$ cat config.mk
export PLATFORM = sky130hd
export DESIGN_NAME = irq_mask_regs
export DESIGN_NICKNAME = d
export VERILOG_FILES = /design/src/rtl/irq_regs_pkg.sv /design/src/rtl/irq_reg_decode.sv /design/src/rtl/irq_status_bank.sv /design/src/rtl/irq_mask_bank.sv /design/src/rtl/irq_mask_regs.sv
export SDC_FILE = /design/constraint.sdc
export NUM_CORES = 1
export LEC_CHECK = 0
export ABC_AREA = 0
export BUFFER_PORTS_ARGS = -buffer_cell sky130_fd_sc_hd__buf_2
export CAP_MARGIN = 20
export CORE_UTILIZATION = 27
export DETAILED_ROUTE_END_ITERATION = 16
export MAX_ROUTING_LAYER = met4
export PLACE_DENSITY = 0.9
export SETUP_SLACK_MARGIN = 0.05
export SLEW_MARGIN = 40
export SYNTH_ARGS = -nofsm -noshare
export SYNTH_HDL_FRONTEND = slang
export SYNTH_HIERARCHICAL = 1
export SYNTH_SLANG_ARGS = --single-unit
$ cat constraint.sdc
create_clock -name clk_i -period 2.4 [get_ports clk_i]
set_clock_uncertainty 0.2 [all_clocks]
set_input_delay 0.24 -clock clk_i [delete_from_list [all_inputs] [get_ports clk_i]]
set_output_delay 0.24 -clock clk_i [all_outputs]
set_load 0.01 [all_outputs]
$ cat src/rtl/irq_regs_pkg.sv
package irq_regs_pkg;
  localparam int unsigned DATA_W = 32;
  localparam int unsigned NUM_REGS = 4;

  // word index in the register window
  typedef enum logic [1:0] {
    REG_STAT    = 2'd0,
    REG_MASK    = 2'd1,
    REG_UNMASK  = 2'd2,
    REG_SETMASK = 2'd3
  } reg_idx_e;

  typedef struct packed {
    logic stat;
    logic mask;
    logic unmask;
    logic setmask;
  } reg_sel_t;
endpackage

$ cat src/rtl/irq_reg_decode.sv
module irq_reg_decode
  import irq_regs_pkg::*;
#(
  parameter int unsigned ADDR_W = 6
) (
  input  logic [ADDR_W-1:0] addr_i,
  output reg_sel_t          sel_o
);
  localparam int unsigned WORD_W = ADDR_W - 2;

  logic [WORD_W-1:0] word;
  logic              aligned;

  assign word    = addr_i[ADDR_W-1:2];
  assign aligned = (addr_i[1:0] == 2'b00);

  always_comb begin
    sel_o = '0;
    if (aligned) begin
      sel_o.stat    = (word == WORD_W'(REG_STAT));
      sel_o.mask    = (word == WORD_W'(REG_MASK));
      sel_o.unmask  = (word == WORD_W'(REG_UNMASK));
      sel_o.setmask = (word == WORD_W'(REG_SETMASK));
    end
  end
endmodule

$ cat src/rtl/irq_status_bank.sv
module irq_status_bank #(
  parameter int unsigned N_SRC = 1
) (
  input  logic             clk_i,
  input  logic             rst_ni,
  input  logic [N_SRC-1:0] event_i,
  input  logic             clr_we_i,
  input  logic [N_SRC-1:0] clr_data_i,
  output logic [N_SRC-1:0] status_o
);
  for (genvar i = 0; i < N_SRC; i++) begin : g_bit
    logic clr;
    assign clr = clr_we_i & clr_data_i[i];

    // set has priority over a same-cycle clear
    always_ff @(posedge clk_i or negedge rst_ni) begin
      if (!rst_ni)         status_o[i] <= 1'b0;
      else if (event_i[i]) status_o[i] <= 1'b1;
      else if (clr)        status_o[i] <= 1'b0;
    end

    p_set_wins_r3: assert property (@(posedge clk_i) disable iff (!rst_ni)
      event_i[i] |=> status_o[i]);
    p_w1c_r2: assert property (@(posedge clk_i) disable iff (!rst_ni)
      (clr_we_i && clr_data_i[i] && !event_i[i]) |=> !status_o[i]);
    p_hold_r2: assert property (@(posedge clk_i) disable iff (!rst_ni)
      (!event_i[i] && !(clr_we_i && clr_data_i[i])) |=> $stable(status_o[i]));
  end
endmodule

$ cat src/rtl/irq_mask_bank.sv
module irq_mask_bank #(
  parameter int unsigned N_SRC = 1
) (
  input  logic             clk_i,
  input  logic             rst_ni,
  input  logic             unmask_we_i,
  input  logic             setmask_we_i,
  input  logic [N_SRC-1:0] data_i,
  output logic [N_SRC-1:0] mask_o
);
  for (genvar i = 0; i < N_SRC; i++) begin : g_bit
    always_ff @(posedge clk_i or negedge rst_ni) begin
      if (!rst_ni)                        mask_o[i] <= 1'b1;
      else if (setmask_we_i && data_i[i]) mask_o[i] <= 1'b1;
      else if (unmask_we_i && data_i[i])  mask_o[i] <= 1'b0;
    end

    p_unmask_r5: assert property (@(posedge clk_i) disable iff (!rst_ni)
      (unmask_we_i && !setmask_we_i && data_i[i]) |=> !mask_o[i]);
    p_setmask_r6: assert property (@(posedge clk_i) disable iff (!rst_ni)
      (setmask_we_i && data_i[i]) |=> mask_o[i]);
    p_mask_hold_r4: assert property (@(posedge clk_i) disable iff (!rst_ni)
      !((unmask_we_i || setmask_we_i) && data_i[i]) |=> $stable(mask_o[i]));
  end
endmodule

$ cat src/rtl/irq_mask_regs.sv
module irq_mask_regs
  import irq_regs_pkg::*;
#(
  parameter int unsigned N_SRC  = 1,
  parameter int unsigned ADDR_W = 6
) (
  input  logic              clk_i,
  input  logic              rst_ni,
  input  logic [ADDR_W-1:0] addr_i,
  input  logic              we_i,
  input  logic [31:0]       wdata_i,
  output logic [31:0]       rdata_o,
  input  logic [N_SRC-1:0]  event_i,
  output logic              irq_o
);
  localparam int unsigned SRC_W = N_SRC;

  reg_sel_t          sel;
  logic [SRC_W-1:0]  status;
  logic [SRC_W-1:0]  mask;
  logic [SRC_W-1:0]  wbits;
  logic              unused_wdata;

  assign wbits        = wdata_i[SRC_W-1:0];
  assign unused_wdata = ^wdata_i;

  irq_reg_decode #(.ADDR_W(ADDR_W)) u_decode (
    .addr_i (addr_i),
    .sel_o  (sel)
  );

  irq_status_bank #(.N_SRC(SRC_W)) u_status (
    .clk_i      (clk_i),
    .rst_ni     (rst_ni),
    .event_i    (event_i),
    .clr_we_i   (we_i & sel.stat),
    .clr_data_i (wbits),
    .status_o   (status)
  );

  irq_mask_bank #(.N_SRC(SRC_W)) u_mask (
    .clk_i        (clk_i),
    .rst_ni       (rst_ni),
    .unmask_we_i  (we_i & sel.unmask),
    .setmask_we_i (we_i & sel.setmask),
    .data_i       (wbits),
    .mask_o       (mask)
  );

  assign irq_o = |(status & ~mask);

  always_comb begin
    rdata_o = '0;
    if (sel.stat)      rdata_o = DATA_W'(status);
    else if (sel.mask) rdata_o = DATA_W'(mask);
  end

  p_sel_onehot_r9: assert property (@(posedge clk_i) disable iff (!rst_ni)
    $onehot0(sel));
  p_alias_read_zero_r7: assert property (@(posedge clk_i) disable iff (!rst_ni)
    (sel.unmask || sel.setmask) |-> (rdata_o == '0));
  p_masked_quiet_r8: assert property (@(posedge clk_i) disable iff (!rst_ni)
    (&mask) |-> !irq_o);
  p_reset_masked_r1: assert property (@(posedge clk_i)
    $rose(rst_ni) |-> (&mask) && !irq_o);
endmodule

==> results of run 1 <==
-- final cells by class --
type | instances | share of cell area [%]
Sequential cell | 2 | 12.6
Multi-Input combinational cell | 48 | 56.6
Timing Repair Buffer | 14 | 19.7
Tap cell | 15 | 4.62
Clock buffer | 4 | 6.46
-- metal layers --
layer | vias up | part of all wire [%]
met1 | 110 | 35
met4 | 0 | 0
li1 | 133 | -
met5 | - | 0
met3 | 0 | 12
met2 | 24 | 53
-- power by group through the flow --
stage	clock network, µW	logic (µW)	registers, µW
after floorplan	0	66.3	39.6
after global placement	0	41.0	40.2
after detailed placement	0	42.2	40.6
after CTS	89.1	44.6	40.2
after global routing	91.2	53.6	40.8
final	83.9	45.4	40.0
-- sequential cells by signal, summed over array words and instances (netlist names) --
| name | flops |
|---|---|
| u_mask/mask_o | 1 |
| u_status/status_o | 1 |
-- layout by cell type, fill, tap and decap left out, drive strengths merged --
cell and count:
conb 31, buf 12, nand2 5, clkbuf 4, and2 3, dlygate4sd3 2
nor3b 2, nor2b 1, o21ai 1, or4 1, nor2 1, nor3 1
a22o 1, dfstp 1, a21o 1, dfrtp 1
-- stage by stage --
stage	instance area [µm²]	hold WS (ns)	power, µW	worst slack [ns]
after floorplan	514	-0.256	106	0.656
after global routing	407	0.102	186	0.322
after detailed placement	360	-0.170	82.8	0.451
after global placement	360	-0.176	81.1	0.488
after CTS	407	0.0709	174	0.445
final	407	0.0840	169	0.455
-- kinds of logic (layout without fill, tap and decap cells) --
group,after synthesis,count (layout),synth area share [%]
AND/OR/NAND/NOR,14,14,22.1
flip-flops,2,2,12.8
AO/OA/AOI/OAI,3,3,6.23
other,1,31,0.934
buffers and inverters,31,18,57.9
-- worst max-delay path by stage --
stage / start / end / slack [ns] / cells after the start
final: addr_i[1] / rdata_o[0] / 0.45 / 6
after global routing: addr_i[1] / rdata_o[0] / 0.32 / 6
after CTS: addr_i[1] / rdata_o[0] / 0.44 / 6
after detailed placement: addr_i[1] / rdata_o[0] / 0.45 / 6
after global placement: addr_i[1] / rdata_o[0] / 0.49 / 6
after floorplan: addr_i[1] / u_status/status_o$_DFFE_PN0P_ / 0.66 / 5
==> results.toml, run 1 <==
[detailed_routing]
routed_wirelength_um = 562
drtPass1Iterations = 5
route.vias.total = 267
drc = 0
antenna_left = 0
vias_per_cell = 3.22
drt_iter0_markers = 6
wire_per_inst_um = 6.77

[worst_setup_path]
r2r-end = "u_mask/mask_o$_DFFE_PN1P_"
worst_r2r_startpoint = "u_mask/mask_o$_DFFE_PN1P_"
r2r_slack_ns = 1.49
critPathMaxFanout = 4
crit_type = "input port to output pin"
worstPathRequired_ns = 1.96
path_cells = "buf_2, or4_4, nor3_1, nand2_1, o21ai_2, buf_2"
ff2ff_path_depth = 1
max_stage_delay_ns = 0.56
crit_path_top_delay_cell = "or4_4"
crit_buf_inv = 2
cpLargestDelayFamily = "simple AND/OR/NAND/NOR gates"
crit_path_frequent_cell = "buf_2"
endpoint_kind = "output pin"
cp_data_arrival_time_ns = 1.51
start_kind = "input port"

[cts]
clk_pin_slew_worst_paths_ns = 0.03
ctsResizeCount = 0
cts.sinks = 2
cts_buffers = 3
cts-root-buf = "clkbuf_4"
htreeDepth = 1
cts_setup_buffers = 0
hold_buffers = 2
cts_tree = "built"
clk_path_buf_depth = 2
clock_latency_ns = 0.22

[final_layout]
area_delta_synth_final_pct = 1.25
antenna_cells = 0
nNetsFinal = 111
fillerInstances = 159
final_util_pct = 30.1
stdcell_count = 83
multiInputGateArea_um2 = 230
drive_above_1_share_pct = 29.4
seq_area_um2 = 51.3

[global_routing]
grtUsageMet1_pct = 8.79
busiest_layer = "met2"
grt_pass1_vias = 226
grtUsageTotal_pct = 8.73
antenna_found_initial = 0
grt-ovfl-total = 0
grt_pass1_wl_um = 814
grt_use_met2_pct = 11.9
grt_max_degree = 5
use_met3_pct = 3.33

[power]
p_clk_share_pct = 49.6
p_switching_uw = 55.7
power_density_nw_per_um2 = 416
ir_drop_uv = 98.6
share_comb_of_total_power_pct = 26.8
p_int_uw = 114
p_sw_share_pct = 32.9
pwr-share-seq_pct = 23.6
p_leak_uw = 0.000223

[hold_path]
min_to = "u_mask/mask_o$_DFFE_PN1P_"
holdPathStages = 2
min_path_type = "input port to register"
min_from = "wdata_i[0]"

[place]
port-buffer-count = 12
dp.cells = 77
routabilityCongestion = 0.553
hpwl_um = 464

[run_status]
status = "finished, final reports clean"

[synth]
avgSynthCellArea_um2 = 7.88
synthFlopType = "dfstp_2"
synth_common_cells = "buf_4, nand2_1, and2_1, nor3b_2"
synth_cell_types = 14
synth-edff-count = 0
synth_top_area_cell = "buf_4"
syn-cell-area_um2 = 402
seq_area_frac_synth_pct = 12.8
ys_ff_latch = 2
synth_top_area_share_pct = 57.9
synthArstFlopShare_pct = 100
synthCells = 51
post-synth-top-count-cell = "buf_4"
synth-warning-count = 6
synth_area_leaders = "buf_4, dfstp_2, dfrtp_1"

[sta]
finalMaxSlewViolations = 0
fin_crit_ns = 1.95
fin_crit_sh_pct = 81.0
hold_viol = 0
clock.fmax_ghz = 0.514
tns_ns = 0
setup_viol_count_final = 0
rsz0062_at_grt = "false"

[floorplanning]
die-area_um2 = 1650
start_util_pct = 29.7
coreArea_um2 = 1350
die_w_um = 40.6
fp.dieH_um = 40.6
io_pins = 75
fp-row-count = 13

[flow_run]
maxCapViolCount = 0
Power figures use the tool's default switching activity.
==> inputs of run 2 (changes only) <==
Settings changed: CORE_UTILIZATION 27 to 25, PLACE_DENSITY 0.9 to 0.84.
Clock period 2.4 ns to 1.85 ns, I/O delays scaled along.
==> run 2 against run 1 <==
Sequential share of layout area is 0.41 points lower. Flip-flop and latch count unchanged. Clock-buffer cell count stayed put. Critical path type unchanged. Critical endpoint unchanged. Largest cell class unchanged.
==> results.toml, run 2 (synthesized netlist as in run 1, its figures left out) <==
[power]
power_density_nw_per_um2 = 520
power_uw = 219
p_leak_uw = 0.000229
ir_drop_uv = 119

[worst_setup_path]
crit_type = "input port to output pin"
worstPathRequired_ns = 1.46
start_kind = "input port"
endpoint_kind = "output pin"
critPathMaxFanout = 3
cp_data_arrival_time_ns = 1.33

[sta]
whs_ns = 0.0197
hold_viol = 0
rsz0062_at_grt = "false"
fin_crit_ns = 1.71
tns_ns = 0
setup_viol_count_final = 0
fin_crit_sh_pct = 92.6
clock.fmax_ghz = 0.584
finalMaxSlewViolations = 0
timing.final.ws_setup_ns = 0.138

[final_layout]
final_cell_mix = "conb_1, buf_2, nand2_1"
reg_top3 = "u_mask/mask_o x1, u_status/status_o x1"
area_delta_synth_final_pct = 4.67
final_common_cell = "conb_1"
stdcell_area_um2 = 420
drive_above_1_share_pct = 31.9
nNetsFinal = 112
antenna_cells = 0

[detailed_routing]
antenna_left = 0
drtPass1Iterations = 5
drt_iter0_markers = 2
routed_wirelength_um = 507
wire_per_inst_um = 5.96
drc = 0
route.vias.total = 277
vias_per_cell = 3.26

[global_routing]
grtUsageTotal_pct = 6.67
grt_pass1_vias = 234
antenna_found_initial = 0
grt_max_degree = 5
grt_pass1_wl_um = 800
grt-ovfl-total = 0

[run_status]
status = "finished, final reports clean"

[cts]
cts_buffers = 3
cts-root-buf = "clkbuf_4"
cts_tree = "built"
cts.sinks = 2
clock_latency_ns = 0.22
htreeDepth = 1
clk_path_buf_depth = 2
clk_pin_slew_worst_paths_ns = 0.03

[floorplanning]
io_pins = 75
start_util_pct = 26.7
die_w_um = 42.1
fp-row-count = 14
die-area_um2 = 1770
fp.dieH_um = 42.1
coreArea_um2 = 1510

[place]
dp_slack_ns = -0.0165
port-buffer-count = 12
hpwl_um = 432
routabilityCongestion = 0.694
place_area_um2 = 369

[flow_run]
maxCapViolCount = 0

[hold_path]
min_path_type = "input port to register"
run 2: cell types whose count changed in the layout (fill, tap and decap cells not counted):
cell and delta:
buf_4 +1, nor3_1 -1, nor3_2 +1
run 2: worst max-delay path, stage by stage:
cell     delay (ns)
buf_2          0.10
or4_4          0.55
nor3b_2        0.19
nand2_1        0.08
o21ai_2        0.09
buf_2          0.13
run 2: final timing paths:
| check | from | endpoint | slack (ns) | cells after the start |
|---|---|---|---|---|
| worst max register to register | u_mask/mask_o$_DFFE_PN1P_ | u_mask/mask_o$_DFFE_PN1P_ | 0.94 | 1 |
| min in group asynchronous | rst_ni | u_status/status_o$_DFFE_PN0P_ | 0.08 | 2 |
| worst min-delay path | wdata_i[0] | u_mask/mask_o$_DFFE_PN1P_ | 0.02 | 2 |
| max in group asynchronous | rst_ni | u_mask/mask_o$_DFFE_PN1P_ | 1.18 | 2 |
| worst min register to register | u_status/status_o$_DFFE_PN0P_ | u_status/status_o$_DFFE_PN0P_ | 0.31 | 1 |
| worst max-delay path | addr_i[1] | rdata_o[0] | 0.14 | 6 |
run 2: cell type report:
class	count	area [µm²]
Clock buffer	4	26.3
Fill cell	175	1090
Multi-Input combinational cell	48	235
Sequential cell	2	51.3
Tap cell	16	20.0
Timing Repair Buffer	15	87.6
run 2: where the power goes:
group / internal, µW / leakage (µW) / switching, µW
sequential: 49.3 / 0.0000192 / 2.63
clock: 80.2 / 0.0000150 / 27.0
combinational: 18.5 / 0.000195 / 41.1
total: 148 / 0.000229 / 70.7
run 2: stage by stage:
stage | instances | utilization [%]
finish | 85 | 27.9
detailed placement | 79 | 24.5
global route | 85 | 27.9
global placement | 79 | 24.5
floorplan | 81 | -
CTS | 85 | 27.9
run 2: per-layer routing:
| layer | global-route usage, % | up-vias | routed length [µm] |
|---|---|---|---|
| met5 | - | - | 0 |
| met4 | 11.3 | 0 | 0 |
| met3 | 0 | 0 | 49 |
| met2 | 10.0 | 21 | 274 |
| met1 | 6.02 | 122 | 182 |
| li1 | - | 134 | - |
run 2: what timing repair did:
item / CTS / global route
buffers inserted: 0 / 0
gates resized for setup: 1 / 0
hold endpoints to repair: 3 / 0
endpoints found under the setup margin: 1 / 0
hold buffers: 2 / 0
==> inputs of run 3 (changes only) <==
Settings changed: SETUP_SLACK_MARGIN 0.05 to 0.15.
==> run 3 against run 2 <==
Via count increased by 1.4%. Cell count unchanged. Worst setup slack improved by 0.0064 ns. Non-clock buffer count unchanged. Die area unchanged. Largest cell class unchanged. Highest routed layer unchanged. Flip-flop and latch count unchanged.
==> results.toml, run 3 (synthesized netlist as in run 1, its figures left out) <==
[detailed_routing]
drt_iter0_markers = 3
drc = 0
routed_wirelength_um = 493
antenna_left = 0
drtPass1Iterations = 5
vias_per_cell = 3.31
wire_per_inst_um = 5.80
route.vias.total = 281

[power]
p_sw_share_pct = 32.6
p_leak_uw = 0.000232
p_switching_uw = 71.6
p_clk_share_pct = 48.8
share_comb_of_total_power_pct = 27.6
p_int_uw = 148
pwr-share-seq_pct = 23.6
power_density_nw_per_um2 = 515
ir_drop_uv = 121

[sta]
rsz0062_at_grt = "true"
clock.fmax_ghz = 0.586
hold_viol = 0
setup_viol_count_final = 0
fin_crit_ns = 1.71
fin_crit_sh_pct = 92.2
finalMaxSlewViolations = 0

[final_layout]
area_delta_synth_final_pct = 6.23
drive_above_1_share_pct = 31.9
stdcell_area_um2 = 427
fillerInstances = 173
antenna_cells = 0
final_cell_mix = "conb_1, buf_2, nand2_1"
seq_area_um2 = 51.3
stdcell_count = 85
reg_top3 = "u_mask/mask_o x1, u_status/status_o x1"
final_common_cell = "conb_1"
final_util_pct = 28.3
multiInputGateArea_um2 = 241
nNetsFinal = 112

[cts]
cts_tree = "built"
htreeDepth = 1
clk_path_buf_depth = 2
cts_setup_buffers = 0
cts_buffers = 3
cts.sinks = 2
clk_pin_slew_worst_paths_ns = 0.03
clock_latency_ns = 0.23
cts-root-buf = "clkbuf_4"

[worst_setup_path]
critPathMaxFanout = 3
ff2ff_path_depth = 1
crit_path_top_delay_cell = "or4_4"
path_cells = "buf_2, or4_4, nor3b_2, nand2_1, o21ai_2, buf_2"
crit_type = "input port to output pin"
endpoint_kind = "output pin"
crit_path_frequent_cell = "buf_2"
cp.depth = 6
max_stage_delay_ns = 0.56
worstPathRequired_ns = 1.46
crit_buf_inv = 2
cp_data_arrival_time_ns = 1.32
cpLargestDelayFamily = "simple AND/OR/NAND/NOR gates"
start_kind = "input port"

[global_routing]
grt_pass1_wl_um = 800
antenna_found_initial = 0
grt_max_degree = 5
grt_pass1_vias = 235
grtUsageTotal_pct = 6.67
grt-ovfl-total = 0

[place]
port-buffer-count = 12
routabilityCongestion = 0.694
hpwl_um = 432
place_area_um2 = 369
dp.cells = 79

[hold_path]
holdPathStages = 2
min_path_type = "input port to register"

[floorplanning]
die_w_um = 42.1
die-area_um2 = 1770
start_util_pct = 26.7
io_pins = 75
fp-row-count = 14
coreArea_um2 = 1510
fp.dieH_um = 42.1

[run_status]
status = "finished, final reports clean"

[flow_run]
maxCapViolCount = 0
run 3: changes by cell type in the layout (fill, tap and decap cells not counted):
cell,delta
nor3_2,-1
nor3_4,+1
run 3: stage by stage:
step,setup slack (ns),TNS (ns),power (µW),hold WS (ns)
after floorplan,0.161,0,137,-0.311
after global placement,0.0305,0,106,-0.230
after detailed placement,-0.0165,-0.0165,107,-0.228
after CTS,0.138,0,226,0.00983
after global routing,0.0610,0,237,0.0249
final,0.144,0,220,0.0197
run 3: timing repair:
| item | CTS | global route |
|---|---|---|
| resized for setup | 1 | 1 |
| pin swaps | 1 | 0 |
| hold buffers | 2 | 0 |
| hold endpoints to repair | 3 | 0 |
| endpoints found under the setup margin | 1 | 1 |
| cloned | 0 | 0 |
run 3: layout make-up:
cell class | count | area share [%]
clock buffers | 4 | 6.16
multi-input cells | 48 | 56.6
flip-flops and latches | 2 | 12.0
well taps | 16 | 4.69
repair buffers | 15 | 20.5
run 3: per-layer routing:
metal | wire length, µm | global-route usage [%]
met5 | 0 | -
met1 | 170 | 6.02
met4 | 0 | 11.3
met2 | 273 | 10.0
met3 | 49 | 0
run 3: final timing paths:
kind | startpoint | endpoint | slack, ns
worst max-delay path | addr_i[1] | rdata_o[0] | 0.14
worst min-delay path | wdata_i[0] | u_mask/mask_o$_DFFE_PN1P_ | 0.02
worst max register to register | u_mask/mask_o$_DFFE_PN1P_ | u_mask/mask_o$_DFFE_PN1P_ | 0.94
worst min register to register | u_status/status_o$_DFFE_PN0P_ | u_status/status_o$_DFFE_PN0P_ | 0.31
max in group asynchronous | rst_ni | u_mask/mask_o$_DFFE_PN1P_ | 1.18
min in group asynchronous | rst_ni | u_status/status_o$_DFFE_PN0P_ | 0.08
run 3: power groups by stage:
| stage | sequential [µW] | clock [µW] | combinational, µW |
|---|---|---|---|
| floorplan | 51.4 | 0 | 86.0 |
| global placement | 52.1 | 0 | 54.2 |
| detailed placement | 52.5 | 0 | 54.8 |
| CTS | 52.0 | 115 | 58.8 |
| global route | 52.3 | 118 | 67.4 |
| finish | 51.9 | 107 | 60.6 |
